[src/rtl/l2inc_pkg.sv]
package l2inc_pkg;
    localparam int ADDR_W = 8;
    localparam int DATA_W = 16;
    localparam int NWAYS  = 2;

    typedef logic [ADDR_W-1:0] addr_t;
    typedef logic [DATA_W-1:0] data_t;

    typedef enum logic [2:0] {
        S_IDLE, S_LOOK1, S_LOOK2, S_WB, S_FETCH
    } ctl_state_e;

    typedef struct packed {
        logic  we;
        addr_t addr;
        data_t wdata;
    } cpu_req_t;

    // empty way first, otherwise the way the recency bit points at
    function automatic logic pick_victim(logic v0, logic v1, logic lru);
        if (!v0) return 1'b0;
        if (!v1) return 1'b1;
        return lru;
    endfunction
endpackage

[src/rtl/cache_level.sv]
module cache_level
    import l2inc_pkg::*;
#(
    parameter int SETS       = 4,
    parameter bit WRITE_BACK = 1'b0
) (
    input  logic  clk,
    input  logic  rst,
    input  addr_t lk_addr,
    output logic  hit,
    output data_t hit_data,
    output logic  vic_valid,
    output logic  vic_dirty,
    output addr_t vic_addr,
    output data_t vic_data,
    input  logic  touch_en,
    input  logic  upd_en,
    input  data_t upd_data,
    input  logic  fill_en,
    input  data_t fill_data,
    input  logic  fill_dirty,
    input  logic  inv_en,
    input  addr_t inv_addr
);
    localparam int IDX_W = $clog2(SETS);
    localparam int TAG_W = ADDR_W - IDX_W;

    logic [TAG_W-1:0] tag_q   [SETS][NWAYS];
    data_t            data_q  [SETS][NWAYS];
    logic             valid_q [SETS][NWAYS];
    logic             dirty_q [SETS][NWAYS];
    logic             lru_q   [SETS];

    logic [IDX_W-1:0] idx, inv_idx;
    logic [TAG_W-1:0] tg, inv_tg;
    logic [NWAYS-1:0] way_hit, inv_match;
    logic             hit_way, vic_way;

    assign idx     = lk_addr[IDX_W-1:0];
    assign tg      = lk_addr[ADDR_W-1:IDX_W];
    assign inv_idx = inv_addr[IDX_W-1:0];
    assign inv_tg  = inv_addr[ADDR_W-1:IDX_W];

    for (genvar w = 0; w < NWAYS; w++) begin : g_way
        assign way_hit[w]   = valid_q[idx][w] && (tag_q[idx][w] == tg);
        assign inv_match[w] = valid_q[inv_idx][w] && (tag_q[inv_idx][w] == inv_tg);
    end

    assign hit       = |way_hit;
    assign hit_way   = way_hit[1];
    assign hit_data  = data_q[idx][hit_way];
    assign vic_way   = pick_victim(valid_q[idx][0], valid_q[idx][1], lru_q[idx]);
    assign vic_valid = valid_q[idx][vic_way];
    assign vic_dirty = dirty_q[idx][vic_way];
    assign vic_addr  = {tag_q[idx][vic_way], idx};
    assign vic_data  = data_q[idx][vic_way];

    always_ff @(posedge clk) begin
        if (rst) begin
            for (int s = 0; s < SETS; s++) begin
                lru_q[s] <= 1'b0;
                for (int w = 0; w < NWAYS; w++) begin
                    valid_q[s][w] <= 1'b0;
                    dirty_q[s][w] <= 1'b0;
                end
            end
        end else begin
            if (inv_en) begin
                for (int w = 0; w < NWAYS; w++) begin
                    if (inv_match[w]) begin
                        valid_q[inv_idx][w] <= 1'b0;
                        dirty_q[inv_idx][w] <= 1'b0;
                    end
                end
            end
            if (touch_en) lru_q[idx] <= ~hit_way;
            if (upd_en && WRITE_BACK) dirty_q[idx][hit_way] <= 1'b1;
            if (fill_en) begin
                valid_q[idx][vic_way] <= 1'b1;
                dirty_q[idx][vic_way] <= fill_dirty;
                lru_q[idx]            <= ~vic_way;
            end
        end
    end

    always_ff @(posedge clk) begin
        if (upd_en) data_q[idx][hit_way] <= upd_data;
        if (fill_en) begin
            tag_q[idx][vic_way]  <= tg;
            data_q[idx][vic_way] <= fill_data;
        end
    end
endmodule

[src/rtl/twolvl_cache.sv]
module twolvl_cache
    import l2inc_pkg::*;
#(
    parameter int L1_SETS = 4,
    parameter int L2_SETS = 8,
    parameter int MEM_LAT = 4,
    parameter int CNT_W   = 16
) (
    input  logic              clk,
    input  logic              rst,
    input  logic              cpu_valid,
    output logic              cpu_ready,
    input  logic              cpu_we,
    input  logic [ADDR_W-1:0] cpu_addr,
    input  logic [DATA_W-1:0] cpu_wdata,
    output logic              resp_valid,
    output logic [DATA_W-1:0] resp_rdata,
    output logic              mem_req,
    output logic              mem_we,
    output logic [ADDR_W-1:0] mem_addr,
    output logic [DATA_W-1:0] mem_wdata,
    input  logic [DATA_W-1:0] mem_rdata,
    output logic [CNT_W-1:0]  l1_hits,
    output logic [CNT_W-1:0]  l1_misses,
    output logic [CNT_W-1:0]  l2_hits,
    output logic [CNT_W-1:0]  l2_misses,
    output logic [CNT_W-1:0]  l2_wbacks
);
    localparam int LAT_W = $clog2(MEM_LAT + 1);

    ctl_state_e       st_q;
    cpu_req_t         req_q;
    logic             retry_q;
    logic [LAT_W-1:0] cnt_q;
    addr_t            vic_addr_q;
    data_t            vic_data_q;
    logic             mem_done;

    logic  l1_hit, l1_vic_valid, l1_vic_dirty;
    data_t l1_data, l1_vic_data;
    addr_t l1_vic_addr;
    logic  l2_hit, l2_vic_valid, l2_vic_dirty;
    data_t l2_data, l2_vic_data;
    addr_t l2_vic_addr;

    logic l1_touch, l1_upd, l1_fill, l1_inv;
    logic l2_touch, l2_upd, l2_fill;

    assign l1_touch = (st_q == S_LOOK1) && l1_hit;
    assign l1_upd   = l1_touch && req_q.we;
    assign l1_fill  = (st_q == S_LOOK2) && l2_hit && !req_q.we;
    assign l1_inv   = (st_q == S_LOOK2) && !l2_hit && l2_vic_valid;
    assign l2_touch = (st_q == S_LOOK2) && l2_hit;
    assign l2_upd   = l2_touch && req_q.we;
    assign mem_done = (cnt_q == LAT_W'(MEM_LAT - 1));
    assign l2_fill  = (st_q == S_FETCH) && mem_done;

    cache_level #(.SETS(L1_SETS), .WRITE_BACK(1'b0)) u_l1 (
        .clk(clk), .rst(rst), .lk_addr(req_q.addr),
        .hit(l1_hit), .hit_data(l1_data),
        .vic_valid(l1_vic_valid), .vic_dirty(l1_vic_dirty),
        .vic_addr(l1_vic_addr), .vic_data(l1_vic_data),
        .touch_en(l1_touch), .upd_en(l1_upd), .upd_data(req_q.wdata),
        .fill_en(l1_fill), .fill_data(l2_data), .fill_dirty(1'b0),
        .inv_en(l1_inv), .inv_addr(l2_vic_addr)
    );

    cache_level #(.SETS(L2_SETS), .WRITE_BACK(1'b1)) u_l2 (
        .clk(clk), .rst(rst), .lk_addr(req_q.addr),
        .hit(l2_hit), .hit_data(l2_data),
        .vic_valid(l2_vic_valid), .vic_dirty(l2_vic_dirty),
        .vic_addr(l2_vic_addr), .vic_data(l2_vic_data),
        .touch_en(l2_touch), .upd_en(l2_upd), .upd_data(req_q.wdata),
        .fill_en(l2_fill), .fill_data(mem_rdata), .fill_dirty(1'b0),
        .inv_en(1'b0), .inv_addr('0)
    );

    assign cpu_ready = (st_q == S_IDLE);
    assign mem_req   = ((st_q == S_WB) || (st_q == S_FETCH)) && (cnt_q == '0);
    assign mem_we    = (st_q == S_WB);
    assign mem_addr  = (st_q == S_WB) ? vic_addr_q : req_q.addr;
    assign mem_wdata = vic_data_q;

    always_ff @(posedge clk) begin
        if (rst) begin
            st_q       <= S_IDLE;
            req_q      <= '0;
            retry_q    <= 1'b0;
            cnt_q      <= '0;
            vic_addr_q <= '0;
            vic_data_q <= '0;
            resp_valid <= 1'b0;
            resp_rdata <= '0;
            l1_hits    <= '0;
            l1_misses  <= '0;
            l2_hits    <= '0;
            l2_misses  <= '0;
            l2_wbacks  <= '0;
        end else begin
            resp_valid <= 1'b0;
            unique case (st_q)
                S_IDLE: if (cpu_valid) begin
                    req_q <= '{we: cpu_we, addr: cpu_addr, wdata: cpu_wdata};
                    st_q  <= S_LOOK1;
                end
                S_LOOK1: begin
                    retry_q <= 1'b0;
                    if (l1_hit) l1_hits <= l1_hits + 1'b1;
                    else        l1_misses <= l1_misses + 1'b1;
                    if (l1_hit && !req_q.we) begin
                        resp_valid <= 1'b1;
                        resp_rdata <= l1_data;
                        st_q       <= S_IDLE;
                    end else begin
                        st_q <= S_LOOK2;
                    end
                end
                S_LOOK2: begin
                    if (l2_hit) begin
                        if (!retry_q) l2_hits <= l2_hits + 1'b1;
                        resp_valid <= 1'b1;
                        if (!req_q.we) resp_rdata <= l2_data;
                        st_q <= S_IDLE;
                    end else begin
                        l2_misses  <= l2_misses + 1'b1;
                        vic_addr_q <= l2_vic_addr;
                        vic_data_q <= l2_vic_data;
                        cnt_q      <= '0;
                        if (l2_vic_valid && l2_vic_dirty) begin
                            l2_wbacks <= l2_wbacks + 1'b1;
                            st_q      <= S_WB;
                        end else begin
                            st_q <= S_FETCH;
                        end
                    end
                end
                S_WB: begin
                    if (mem_done) begin
                        cnt_q <= '0;
                        st_q  <= S_FETCH;
                    end else begin
                        cnt_q <= cnt_q + 1'b1;
                    end
                end
                S_FETCH: begin
                    if (mem_done) begin
                        cnt_q   <= '0;
                        retry_q <= 1'b1;
                        st_q    <= S_LOOK2;
                    end else begin
                        cnt_q <= cnt_q + 1'b1;
                    end
                end
                default: st_q <= S_IDLE;
            endcase
        end
    end
endmodule

[config.mk]
export PLATFORM = sky130hd
export DESIGN_NAME = twolvl_cache
export DESIGN_NICKNAME = d
export VERILOG_FILES = /design/src/rtl/l2inc_pkg.sv /design/src/rtl/cache_level.sv /design/src/rtl/twolvl_cache.sv
export SDC_FILE = /design/constraint.sdc
export NUM_CORES = 1
export LEC_CHECK = 0
export ABC_AREA = 1
export BUFFER_PORTS_ARGS = -buffer_cell sky130_fd_sc_hd__buf_2
export CORE_UTILIZATION = 34
export DETAILED_ROUTE_END_ITERATION = 6
export HOLD_SLACK_MARGIN = 0.1
export PLACE_DENSITY = 0.54
export SYNTH_ARGS = -nofsm -noshare
export SYNTH_HDL_FRONTEND = slang
export SYNTH_SLANG_ARGS = --single-unit
[constraint.sdc]
create_clock -name clk -period 5.6 [get_ports clk]
set_input_delay 1.12 -clock clk [delete_from_list [all_inputs] [get_ports clk]]
set_output_delay 1.12 -clock clk [all_outputs]
set_load 0.005 [all_outputs]
==> flow_metrics.tcl <==
set metrics [dict create \
    path_clk_slew_ns 0.06 \
    post_cts_resized 0 \
    die_area_um2 93700 \
    maxCapViolations 0 \
    seqPwrFrac_pct 41.2 \
    vdd_ir_drop_max_v 0.000258 \
    routed_wirelength_mm 91.4 \
    clk_latency_ns 0.65 \
    ff2ff_path_depth 16 \
    fillers 9042 \
    dieWidth_um 306 \
    via_per_inst 5.06 \
    final_common_cell "nand2_1" \
    drtIter0Drc 2034 \
    synthCells 3271 \
    required_ns 5.87 \
    grt_overflow 0 \
    cts_buffer_depth 3 \
    final_max_slew_viol_count 0 \
    root_buffer "clkbuf_16" \
    drc_errors 0 \
    p_per_area_nw_per_um2 427 \
    grt_pass1_wl_mm 138 \
    power.switching_mw 5.35 \
    dpl_worst_slack_ns 1.44 \
    cp_top_family "simple AND/OR/NAND/NOR gates" \
    holdPathStages 1 \
    core_um2 91700 \
    min_to "u_l2.valid_q[0][1]" \
    fin_crit_sh_pct 74.6 \
    avgSynthCellArea_um2 9.61 \
    grtUsageTotal_pct 19.3 \
    power.clock.fraction_pct 32.3 \
    worst_path_largest_cell_delay_ns 0.75 \
    finalSetupViolCount 0 \
    reg2reg_slack_ns 1.42 \
    io_pins 168 \
    syn_nets 3322 \
    synth_edf_count 548 \
    worst_r2r_endpoint "u_l2.data_q[6][30]" \
    synth_cell_types 44 \
    final_antenna_net_count 0 \
    htree_levels 3 \
    start_util_pct 34.3 \
    multi_input_area_um2 9830 \
    hold_path.class "flip-flop to flip-flop" \
    final_hold_viol_count 0 \
    grt_max_degree 161 \
    cts_made_buffers 77 \
    yosysWarnings 0 \
    cp_max_fo 118 \
    ys_seq_area_share_pct 63.3 \
    clock-sinks 720 \
    power.internal_mw 9.98 \
    dpl.hpwl_mm 59.0 \
    worstMarginPinSlew_ns 1.06 \
    finalClockSkew_ns 0.0314 \
    cpMostUsedCell "nand2_1" \
    switching_share_pct 34.9 \
    cts_setup_buffers 0 \
    clock.fmax_mhz 239 \
    layout-drive-gt1-share_pct 10.6 \
    fp-row-count 111 \
    regArea_um2 19900 \
    drt_pass1_iterations 6 \
    vias 23547 \
    tritoncts "yes" \
    postLayoutSetupSlackWorst_ns 1.42 \
    start_kind "flip-flop" \
    portBuffers 167 \
    worstPathArrival_ns 4.44 \
    antenna_found_initial 0 \
    yosys_register_bits 720 \
    power_frac_comb_pct 26.5 \
    path_class "flip-flop to flip-flop" \
    routabilityCongestion 0.891 \
    die_h_um 306 \
    cp-end-kind "flip-flop" \
    tns_ns 0 \
    min-delay-start "u_l2.valid_q[0][1]" \
    status "finished clean" \
    final_cell_mix "657 x nand2_1, 548 x edfxtp_1, 485 x nor2_1" \
    synthToLayoutAreaGrowth_pct 14.3 \
    fin_crit_ns 4.18 \
    fin_area_um2 35900 \
    wl_per_cell_um 19.7 \
    place_area_um2 33500 \
    leakagePower_nw 13.3 \
    cts_hold_buf 0 \
    grt_pass1_vias 21921 \
    antenna_cells 0 \
    crit_slowest_cell "dfxtp_4" \
    critPathBufInv 2 \
    slew_headroom_pct 29.2 \
    synthArstFlopShare_pct 0 \
    rsz0062_at_grt "false" \
    ys.flop_type "edfxtp_1" \
    final_nets 3455 \
    path_cells "inv_8 > nand2_1 > nand3_1 > nand2_1 > nand2_1 > nand2_2 > nand2_1 > nor2_1 > nand3_1 > nand2_2 > nand2_1 > nor2_1 > nand2_1 > nand2_1 > nand2_1 > inv_1" \
    fin_util_pct 39.2 \
    netlist_area_um2 31400 \
]
worst max-delay path by stage:
| stage | endpoint | cells after the start | start |
|---|---|---|---|
| 2_1_floorplan | u_l1.data_q[0][0] | 18 | flip-flop |
| 3_3_place_gp | u_l2.data_q[7][17] | 17 | flip-flop |
| 3_5_place_dp | u_l2.data_q[6][17] | 16 | flip-flop |
| 4_1_cts | u_l2.data_q[6][22] | 16 | flip-flop |
| 5_1_grt | resp_rdata[15] | 17 | flip-flop |
| 6_report | u_l2.data_q[6][30] | 16 | flip-flop |
per-layer routing:
layer / up-vias / share of wire (%) / global-route usage (%)
li1: 11456 / - / -
met1: 11230 / 45 / 26.9
met2: 741 / 47 / 31.5
met3: 120 / 6.0 / 2.87
met4: 0 / 2.1 / 4.80
met5: - / 0 / 0
logic make-up after synthesis:
family	after synthesis	share of synthesized area (%)
buf+inv	423	5.51
flops	720	63.3
compound gates	684	11.7
simple gates	1391	17.9
xor+xnor	46	1.28
fa+ha+maj	7	0.279
cells in the mapped netlist, types with 6 or more instances:
master    number  area (um2)
nand3_1      147         736
a31oi_1       14        87.6
nor3_1        47         235
ha_1           7        87.6
edfxtp_1     548       16500
buf_2         54         270
nand2_2        7        43.8
o21ai_0      368        1840
clkinv_1       6        22.5
buf_4         14         105
nor2_1       485        1820
o221ai_1      16         140
xnor2_1       13         114
inv_1        238         893
xor2_1        33         289
nor4_1        12        75.1
a211oi_1      13        97.6
o22ai_1       83         519
a21oi_1      140         701
nand4_1       14        87.6
nand2_1      660        2480
clkbuf_1      97         364
o21ai_1       36         180
dfxtp_1      172        3440
sequential cells by signal, indices dropped and copies added (netlist names), 3 cells and up, named ones only:
signal,flops
u_l2.data_q,256
u_l1.data_q,128
u_l2.tag_q,80
u_l1.tag_q,48
req_q,25
l1_hits,16
l1_misses,16
l2_hits,16
l2_misses,16
l2_wbacks,16
mem_wdata,16
resp_rdata,16
u_l2.dirty_q,16
u_l2.valid_q,16
u_l1.valid_q,8
u_l2.lru_q,8
vic_addr_q,8
u_l1.lru_q,4
cnt_q,3
st_q,3
power by group through the flow:
| stage | combinational, mW | sequential, mW | clock (mW) |
|---|---|---|---|
| 2_1_floorplan | 2.47 | 6.42 | 0 |
| 3_3_place_gp | 4.06 | 6.44 | 0 |
| 3_5_place_dp | 4.07 | 6.44 | 0 |
| 4_1_cts | 4.08 | 6.32 | 5.04 |
| 5_1_grt | 4.47 | 6.35 | 5.25 |
| 6_report | 4.06 | 6.32 | 4.96 |
per-stage QoR:
step	power, mW	std cells	hold slack, ns
after floorplan	8.89	3271	0.435
after global placement	10.5	4511	0.455
after detailed placement	10.5	4511	0.455
after CTS	15.4	4653	0.468
after global routing	16.1	4653	0.492
final	15.3	4653	0.468
cell type report:
class	instances	share of cell area (%)
clock buffer	116	6.07
clock inverter	26	0.742
inverter	250	2.65
multi-input combinational	2128	27.4
sequential	720	55.4
tap	1186	4.13
timing repair buffer	227	3.66
Note: power is estimated with default switching activity, not from simulation.
